## src/rtl/rtc_pkg.sv

```systemverilog
package rtc_pkg;

  typedef enum logic [2:0] {
    ADDR_SEC   = 3'd0,
    ADDR_MIN   = 3'd1,
    ADDR_HOUR  = 3'd2,
    ADDR_WDAY  = 3'd3,
    ADDR_DATE  = 3'd4,
    ADDR_MONTH = 3'd5,
    ADDR_YEAR  = 3'd6,
    ADDR_NONE  = 3'd7
  } rtc_addr_e;

  localparam int NUM_FIELDS = 7;
  localparam int CENT_BIT   = 6;

  function automatic logic [7:0] bcd_inc(input logic [7:0] v);
    if (v[3:0] >= 4'd9) bcd_inc = {v[7:4] + 4'd1, 4'd0};
    else                bcd_inc = {v[7:4], v[3:0] + 4'd1};
  endfunction

  function automatic logic is_leap(input logic [7:0] y);
    if (!y[4]) is_leap = (y[3:0] == 4'd0) || (y[3:0] == 4'd4) || (y[3:0] == 4'd8);
    else       is_leap = (y[3:0] == 4'd2) || (y[3:0] == 4'd6);
  endfunction

  function automatic logic [7:0] month_last(input logic [7:0] m, input logic leap);
    case (m)
      8'h02:                      month_last = leap ? 8'h29 : 8'h28;
      8'h04, 8'h06, 8'h09, 8'h11: month_last = 8'h30;
      default:                    month_last = 8'h31;
    endcase
  endfunction

  function automatic logic [7:0] field_mask(input int i);
    case (i)
      0, 1:    field_mask = 8'h7F;
      2, 4:    field_mask = 8'h3F;
      3:       field_mask = 8'h07;
      5:       field_mask = 8'h1F;
      default: field_mask = 8'hFF;
    endcase
  endfunction

  function automatic logic [7:0] field_lo(input int i);
    field_lo = (i >= 3 && i <= 5) ? 8'h01 : 8'h00;
  endfunction

  function automatic logic [7:0] field_hi(input int i);
    case (i)
      0, 1:    field_hi = 8'h59;
      2:       field_hi = 8'h23;
      3:       field_hi = 8'h07;
      4:       field_hi = 8'h31;
      5:       field_hi = 8'h12;
      default: field_hi = 8'h99;
    endcase
  endfunction

  // index of the field whose wrap advances field i (i > 0)
  function automatic int field_src(input int i);
    case (i)
      4:       field_src = 2;
      5:       field_src = 4;
      default: field_src = i - 1;
    endcase
  endfunction

endpackage

```

## src/rtl/rtc_prescaler.sv

```systemverilog
module rtc_prescaler #(
  parameter int DIV   = 32768,
  parameter int CNT_W = (DIV > 1) ? $clog2(DIV) : 1
) (
  input  logic             clk_i,
  input  logic             rst_ni,
  input  logic             en_i,
  input  logic             clr_i,
  output logic             tick_o,
  output logic [CNT_W-1:0] count_o
);

  localparam logic [CNT_W-1:0] LAST = CNT_W'(DIV - 1);

  logic [CNT_W-1:0] cnt_q;

  assign tick_o  = en_i && (cnt_q == LAST) && !clr_i;
  assign count_o = cnt_q;

  always_ff @(posedge clk_i or negedge rst_ni) begin
    if (!rst_ni)            cnt_q <= '0;
    else if (clr_i)         cnt_q <= '0;
    else if (en_i) begin
      if (cnt_q == LAST)    cnt_q <= '0;
      else                  cnt_q <= cnt_q + CNT_W'(1);
    end
  end

endmodule

```

## src/rtl/rtc_bcd_field.sv

```systemverilog
module rtc_bcd_field
  import rtc_pkg::*;
#(
  parameter logic [7:0] MASK = 8'hFF,
  parameter logic [7:0] LO   = 8'h00
) (
  input  logic       clk_i,
  input  logic       rst_ni,
  input  logic       adv_i,
  input  logic       wr_i,
  input  logic [7:0] wr_val_i,
  input  logic [7:0] hi_i,
  output logic [7:0] val_o,
  output logic       wrap_o
);

  logic [7:0] val_q;
  logic       at_hi;

  assign at_hi  = (val_q == hi_i);
  assign wrap_o = adv_i && at_hi;
  assign val_o  = val_q;

  always_ff @(posedge clk_i or negedge rst_ni) begin
    if (!rst_ni)     val_q <= LO;
    else if (wr_i)   val_q <= wr_val_i & MASK;
    else if (adv_i)  val_q <= at_hi ? LO : (bcd_inc(val_q) & MASK);
  end

endmodule

```

## src/rtl/rtc_calendar.sv

```systemverilog
module rtc_calendar
  import rtc_pkg::*;
#(
  parameter int PRESCALE = 32768
) (
  input  logic       clk_i,
  input  logic       rst_ni,
  input  logic       tick_32k_i,
  input  logic       wr_en_i,
  input  logic [2:0] wr_addr_i,
  input  logic [7:0] wr_data_i,
  input  logic [2:0] rd_addr_i,
  output logic [7:0] rd_data_o
);

  localparam int CNT_W = (PRESCALE > 1) ? $clog2(PRESCALE) : 1;

  logic             sec_tick;
  logic [CNT_W-1:0] presc_cnt;
  logic             wr_sec;
  logic [7:0]       fld_q [NUM_FIELDS];
  logic [7:0]       fld_hi [NUM_FIELDS];
  logic             fld_adv [NUM_FIELDS];
  logic             fld_wrap [NUM_FIELDS];
  logic [7:0]       date_last;
  logic             century_q;

  assign wr_sec = wr_en_i && (wr_addr_i == ADDR_SEC);

  rtc_prescaler #(.DIV(PRESCALE), .CNT_W(CNT_W)) u_presc (
    .clk_i   (clk_i),
    .rst_ni  (rst_ni),
    .en_i    (tick_32k_i),
    .clr_i   (wr_sec),
    .tick_o  (sec_tick),
    .count_o (presc_cnt)
  );

  assign date_last = month_last(fld_q[ADDR_MONTH], is_leap(fld_q[ADDR_YEAR]));

  for (genvar i = 0; i < NUM_FIELDS; i++) begin : g_fld
    if (i == 0) begin : g_root
      assign fld_adv[i] = sec_tick;
    end else begin : g_chain
      assign fld_adv[i] = fld_wrap[field_src(i)];
    end
    if (i == int'(ADDR_DATE)) begin : g_dyn
      assign fld_hi[i] = date_last;
    end else begin : g_fix
      assign fld_hi[i] = field_hi(i);
    end
    rtc_bcd_field #(.MASK(field_mask(i)), .LO(field_lo(i))) u_fld (
      .clk_i    (clk_i),
      .rst_ni   (rst_ni),
      .adv_i    (fld_adv[i]),
      .wr_i     (wr_en_i && (wr_addr_i == 3'(i))),
      .wr_val_i (wr_data_i),
      .hi_i     (fld_hi[i]),
      .val_o    (fld_q[i]),
      .wrap_o   (fld_wrap[i])
    );
  end

  always_ff @(posedge clk_i or negedge rst_ni) begin
    if (!rst_ni)                                    century_q <= 1'b0;
    else if (wr_en_i && (wr_addr_i == ADDR_HOUR))   century_q <= wr_data_i[CENT_BIT];
    else if (fld_wrap[ADDR_YEAR])                   century_q <= ~century_q;
  end

  always_comb begin
    case (rd_addr_i)
      ADDR_SEC:   rd_data_o = fld_q[ADDR_SEC];
      ADDR_MIN:   rd_data_o = fld_q[ADDR_MIN];
      ADDR_HOUR:  rd_data_o = {1'b0, century_q, fld_q[ADDR_HOUR][5:0]};
      ADDR_WDAY:  rd_data_o = fld_q[ADDR_WDAY];
      ADDR_DATE:  rd_data_o = fld_q[ADDR_DATE];
      ADDR_MONTH: rd_data_o = fld_q[ADDR_MONTH];
      ADDR_YEAR:  rd_data_o = fld_q[ADDR_YEAR];
      default:    rd_data_o = 8'h00;
    endcase
  end

endmodule

```

## config.mk

```make
export PLATFORM = sky130hd
export DESIGN_NAME = rtc_calendar
export DESIGN_NICKNAME = d
export VERILOG_FILES = /design/src/rtl/rtc_pkg.sv /design/src/rtl/rtc_prescaler.sv /design/src/rtl/rtc_bcd_field.sv /design/src/rtl/rtc_calendar.sv
export SDC_FILE = /design/constraint.sdc
export NUM_CORES = 1
export LEC_CHECK = 0
export BUFFER_PORTS_ARGS = -buffer_cell sky130_fd_sc_hd__buf_4
export CAP_MARGIN = 20
export CORE_MARGIN = 4
export CORE_UTILIZATION = 38
export DETAILED_ROUTE_END_ITERATION = 8
export SYNTH_ARGS = -nofsm -noshare
export SYNTH_HDL_FRONTEND = slang
export SYNTH_HIERARCHICAL = 1
export SYNTH_SLANG_ARGS = --single-unit
```

## constraint.sdc

```tcl
create_clock -name clk_i -period 5 [get_ports clk_i]
set_input_delay 0.25 -clock clk_i [delete_from_list [all_inputs] [get_ports clk_i]]
set_output_delay 0.25 -clock clk_i [all_outputs]
set_load 0.05 [all_outputs]
```

**Yosys cells after proc, flatten, opt, wreduce, memory -nomap -nowiden**

Index checks and enable logic that the tools add are counted.

- Input port bits: 18
- Output and inout bits: 8
- Register bits: 72
- Logic and storage cells: 147

- Order comparisons: 7
- Add/sub/neg operators: 14
- Bitwise operators: 1
- Reductions and logical operators: 44
- Multiplexer cells: 37
- Eq/ne operators: 29

Operators by type and width:

| kind | count |
|---|---|
| 8-bit 2-to-1 mux | 16 |
| 8-bit case mux with 7 select lines | 1 |
| 15-bit 2-to-1 mux | 3 |
| 4-bit by 1-bit adder with 4-bit output (second input constant) | 7 |
| 4-bit >= comparator (second input constant) | 7 |
| 7-bit 2-to-1 mux | 4 |
| 8-bit by 3-bit == test with 1-bit output (second input constant) | 3 |
| 6-bit 2-to-1 mux | 4 |
| 3-bit == test (second input constant) | 6 |
| 2-bit nonzero test | 9 |
| 3-bit nonzero test | 6 |
| 8-bit by 5-bit == test with 1-bit output (second input constant) | 2 |
| 8-bit by 7-bit == test with 1-bit output (second input constant) | 2 |
| 15-bit by 1-bit adder with 15-bit output (second input constant) | 1 |
| 15-bit == test (second input constant) | 1 |
| 1-bit logical AND | 15 |
| 3-bit by 2-bit == test with 1-bit output (second input constant) | 4 |
| 2-bit AND reduction | 6 |
| 5-bit 2-to-1 mux | 2 |
| 5-bit case mux with 2 select lines | 1 |
| 3-bit by 1-bit adder with 3-bit output (second input constant) | 3 |
| 4-bit by 3-bit == test with 1-bit output (second input constant) | 2 |
| 8-bit by 2-bit == test with 1-bit output (second input constant) | 1 |
| 8-bit by 4-bit == test with 1-bit output (second input constant) | 1 |
| 16 further kinds | 25 |

**Depth between registers and ports, before layout**

- Depth in word-level cells: 12
- Gate-level depth with buffers: 19

**Cells and area by module**

Netlist, hierarchy kept.

By module, submodules not included:

| module | cells an instance | sequential area each (um2) | area each (um2) | times used |
|---|---|---|---|---|
| rtc_bcd_field at g_fld[0].u_fld ... | 68 | 175.2 | 600.6 | 2 |
| rtc_prescaler | 78 | 375.4 | 819.5 | 1 |
| rtc_bcd_field at g_fld[6].u_fld | 90 | 200.2 | 732.0 | 1 |
| rtc_calendar | 92 | 25.0 | 703.2 | 1 |
| rtc_bcd_field at g_fld[4].u_fld | 58 | 151.4 | 551.8 | 1 |
| rtc_bcd_field at g_fld[2].u_fld | 63 | 150.1 | 511.7 | 1 |
| rtc_bcd_field at g_fld[5].u_fld | 53 | 126.4 | 456.7 | 1 |
| rtc_bcd_field at g_fld[3].u_fld | 37 | 76.3 | 319.1 | 1 |

**Least setup slack after synthesis**

Ideal clock, no wire load.

- Path kind: register to register
- From: register u_presc.cnt_q[3], in the netlist u_presc/count_o[3]
- To: register century_q
- Buffers on the path: 5
- Slack: 496 ps
- Clock period less this slack: 4504 ps
- Cell stages (with the launch flop): 19
- Arrival: 4379 ps
- Cells stage by stage: dfrtp_1 nand4_4 nor4_1 and3b_1 clkbuf_1 and2_2 clkbuf_1 and2_2 buf_1 and2_1 clkbuf_2 and2_2 inv_1 nor4_1 clkbuf_1 inv_1 nor2_1 xor2_1 mux2_2

RTL lines:

| element | line | text |
|---|---|---|
| from (decl) | rtc_prescaler.sv:15 | `logic [CNT_W-1:0] cnt_q;` |
| from (signal assigned) | rtc_prescaler.sv:25 | `else cnt_q <= cnt_q + CNT_W'(1);` |
| to (signal assigned) | rtc_calendar.sv:66 | `else if (wr_en_i && (wr_addr_i == ADDR_HOUR)) century_q <= wr_data_i[CENT_BIT];` |
| to (signal assigned) | rtc_calendar.sv:67 | `else if (fld_wrap[ADDR_YEAR]) century_q <= ~century_q;` |
| to (decl) | rtc_calendar.sv:26 | `logic century_q;` |

==> metrics <==
min cycle time layout 4.07 ns; Post-route DRC 0; CTS root buf clkbuf_16; TritonRoute pass-1 iters 5; routed wire length 13,700 um; Reg2Reg Depth 15; dpl cells 830; first-pass GRT wire length between 20,000 and 25,000 um; Ports 26; Clk Latency, worst-skew pair 0.33 ns; Routed Antenna Nets 0; worst setup path startpoint u_presc/count_o[3]$_DFFE_PN0P_; critical path data required time 5.22 ns; Worst Setup Start Kind flop; RSZ-0062 raised after global routing no; Clock Skew 0.0107 ns; dpl hpwl 9650 um; gpl congestion 0.844; port bufs 25; grt total ovfl 0; share of layout cells above drive strength 1 14.8%; Via density 5.44; Hold Slack 0.00249 ns; antenna violations before repair 0; fin crit share around four fifths; drt wl/cell 16.2 um; Slew @ Worst Pin a little over 0.8 ns; status completed; most frequent cells in the layout 66 x conb_1, 55 x dfrtp_1, 52 x nor2_1; Setup Viol. Count Final 0; # fillers around 1,300; fin. max-slew vios 0; via count 4,601; Slew HR 46.3%; RR Startpoint u_presc/count_o[3]$_DFFE_PN0P_; Longest Clk Path Bufs 2; Die X 126 um; Synth Instances ~600; die area 15,800 um^2; DIE HEIGHT 126 um; clock slew at reported path FFs roughly 0.060 ns; Mapped Avg Cell Area 8.74 um^2; setup TNS 0 ns; # clock sinks 58; initial DRC count 257; CP Capture Type flop; Antenna diodes 0; Max Freq 245 MHz; area of the multi-input gates roughly 3700 um^2; Worst Hold Class input pin to asynchronous set/reset pin; CTS buffer count 9; WP data arrival 4.29 ns; power density over the cells 367 nW/um^2; vias in the first global route between 4,000 and 5,000; H-tree levels 3; largest net degree at the start of global routing just under 60; Pleak 2.51 nW; # Post-CTS Setup Buffers 0; critical path peak fanout 16; worst slack, placed 0.942 ns; final worst slack 0.926 ns; CTS Hold Buffers Added 0; Layout Area Growth over Synthesis 14.7%; most common cell after layout, fill and taps aside conb_1; gr usage total 17.8%; Netlist Area Pre-Place about 5300 um^2; TritonCTS clock tree yes; FP Rows 42; initial core utilization 39.3%; register area 1460 um^2; critical path type flop to flop; core area 13,400 um^2; Ys Warns 6; Max VDD drop between 0.2 and 0.25 mV; Hold Violations, Final 0; max cap viols 0; fin nets approximately 710; Post-CTS Resized 0; Non-Filler Instances 846
-- power by group --
part | total (mW) | switching [mW] | internal [mW] | leakage (nW)
Combinational | 0.782 | 0.411 | 0.372 | 1.69
Sequential | 0.797 | 0.221 | 0.576 | 0.682
Clock | 0.636 | 0.247 | 0.389 | 0.138
-- flip-flops by register name, indices dropped and copies added (netlist names) --
name and count:
century_q 1, g_fld.u_fld/val_o 42, u_presc/count_o 15
-- per-stage QoR --
step           total power, mW  utilization (%)  instance area (um^2)
6_report                  2.22             45.1                  6040
5_1_grt                   2.36             45.1                  6040
4_1_cts                   2.22             45.1                  6040
3_5_place_dp              1.57             42.8                  5740
3_3_place_gp              1.55             42.8                  5740
2_1_floorplan             1.36                -                  5490
-- per-layer routing --
layer / global-route usage [%] / share of wire [%]
met1: 25.3 / 47
met4: 5.11 / 1.7
met3: 3.18 / 4.8
met5: 0 / 0
met2: 27.7 / 47
-- critical path, stage by stage (launching register included) --
cell	delay [ns]
dfrtp_1	0.45
nand4_4	0.21
nor4_1	0.41
and3b_1	0.45
and2_2	0.33
and2_2	0.30
and2_1	0.15
buf_4	0.19
and2_2	0.23
inv_1	0.11
nor4_2	0.28
buf_4	0.25
inv_1	0.11
nor2_1	0.14
xor2_1	0.08
mux2_2	0.26
-- final timing paths --
| kind | endpoint | slack [ns] |
|---|---|---|
| worst max-delay path | century_q$_DFFE_PN0P_ | 0.93 |
| worst min-delay path | u_presc/count_o[13]$_DFFE_PN0P_ | 0.002 |
| worst min register to register | u_presc/count_o[8]$_DFFE_PN0P_ | 0.56 |
| max in group asynchronous | g_fld[2].u_fld/val_o[1]$_DFFE_PN0P_ | 4.46 |
| min in group clk_i | g_fld[6].u_fld/val_o[7]$_DFFE_PN0P_ | 0.14 |
| worst max register to register | century_q$_DFFE_PN0P_ | 0.93 |
-- area by class of cell --
cell class,count,area share (%)
sequential,58,24.1
clock inverter,7,1.30
multi-input combinational,529,61.0
tap,176,3.64
clock buffer,9,3.73
timing repair buffer,33,4.10
inverter,34,2.11
(Power assumes the default switching activity.)
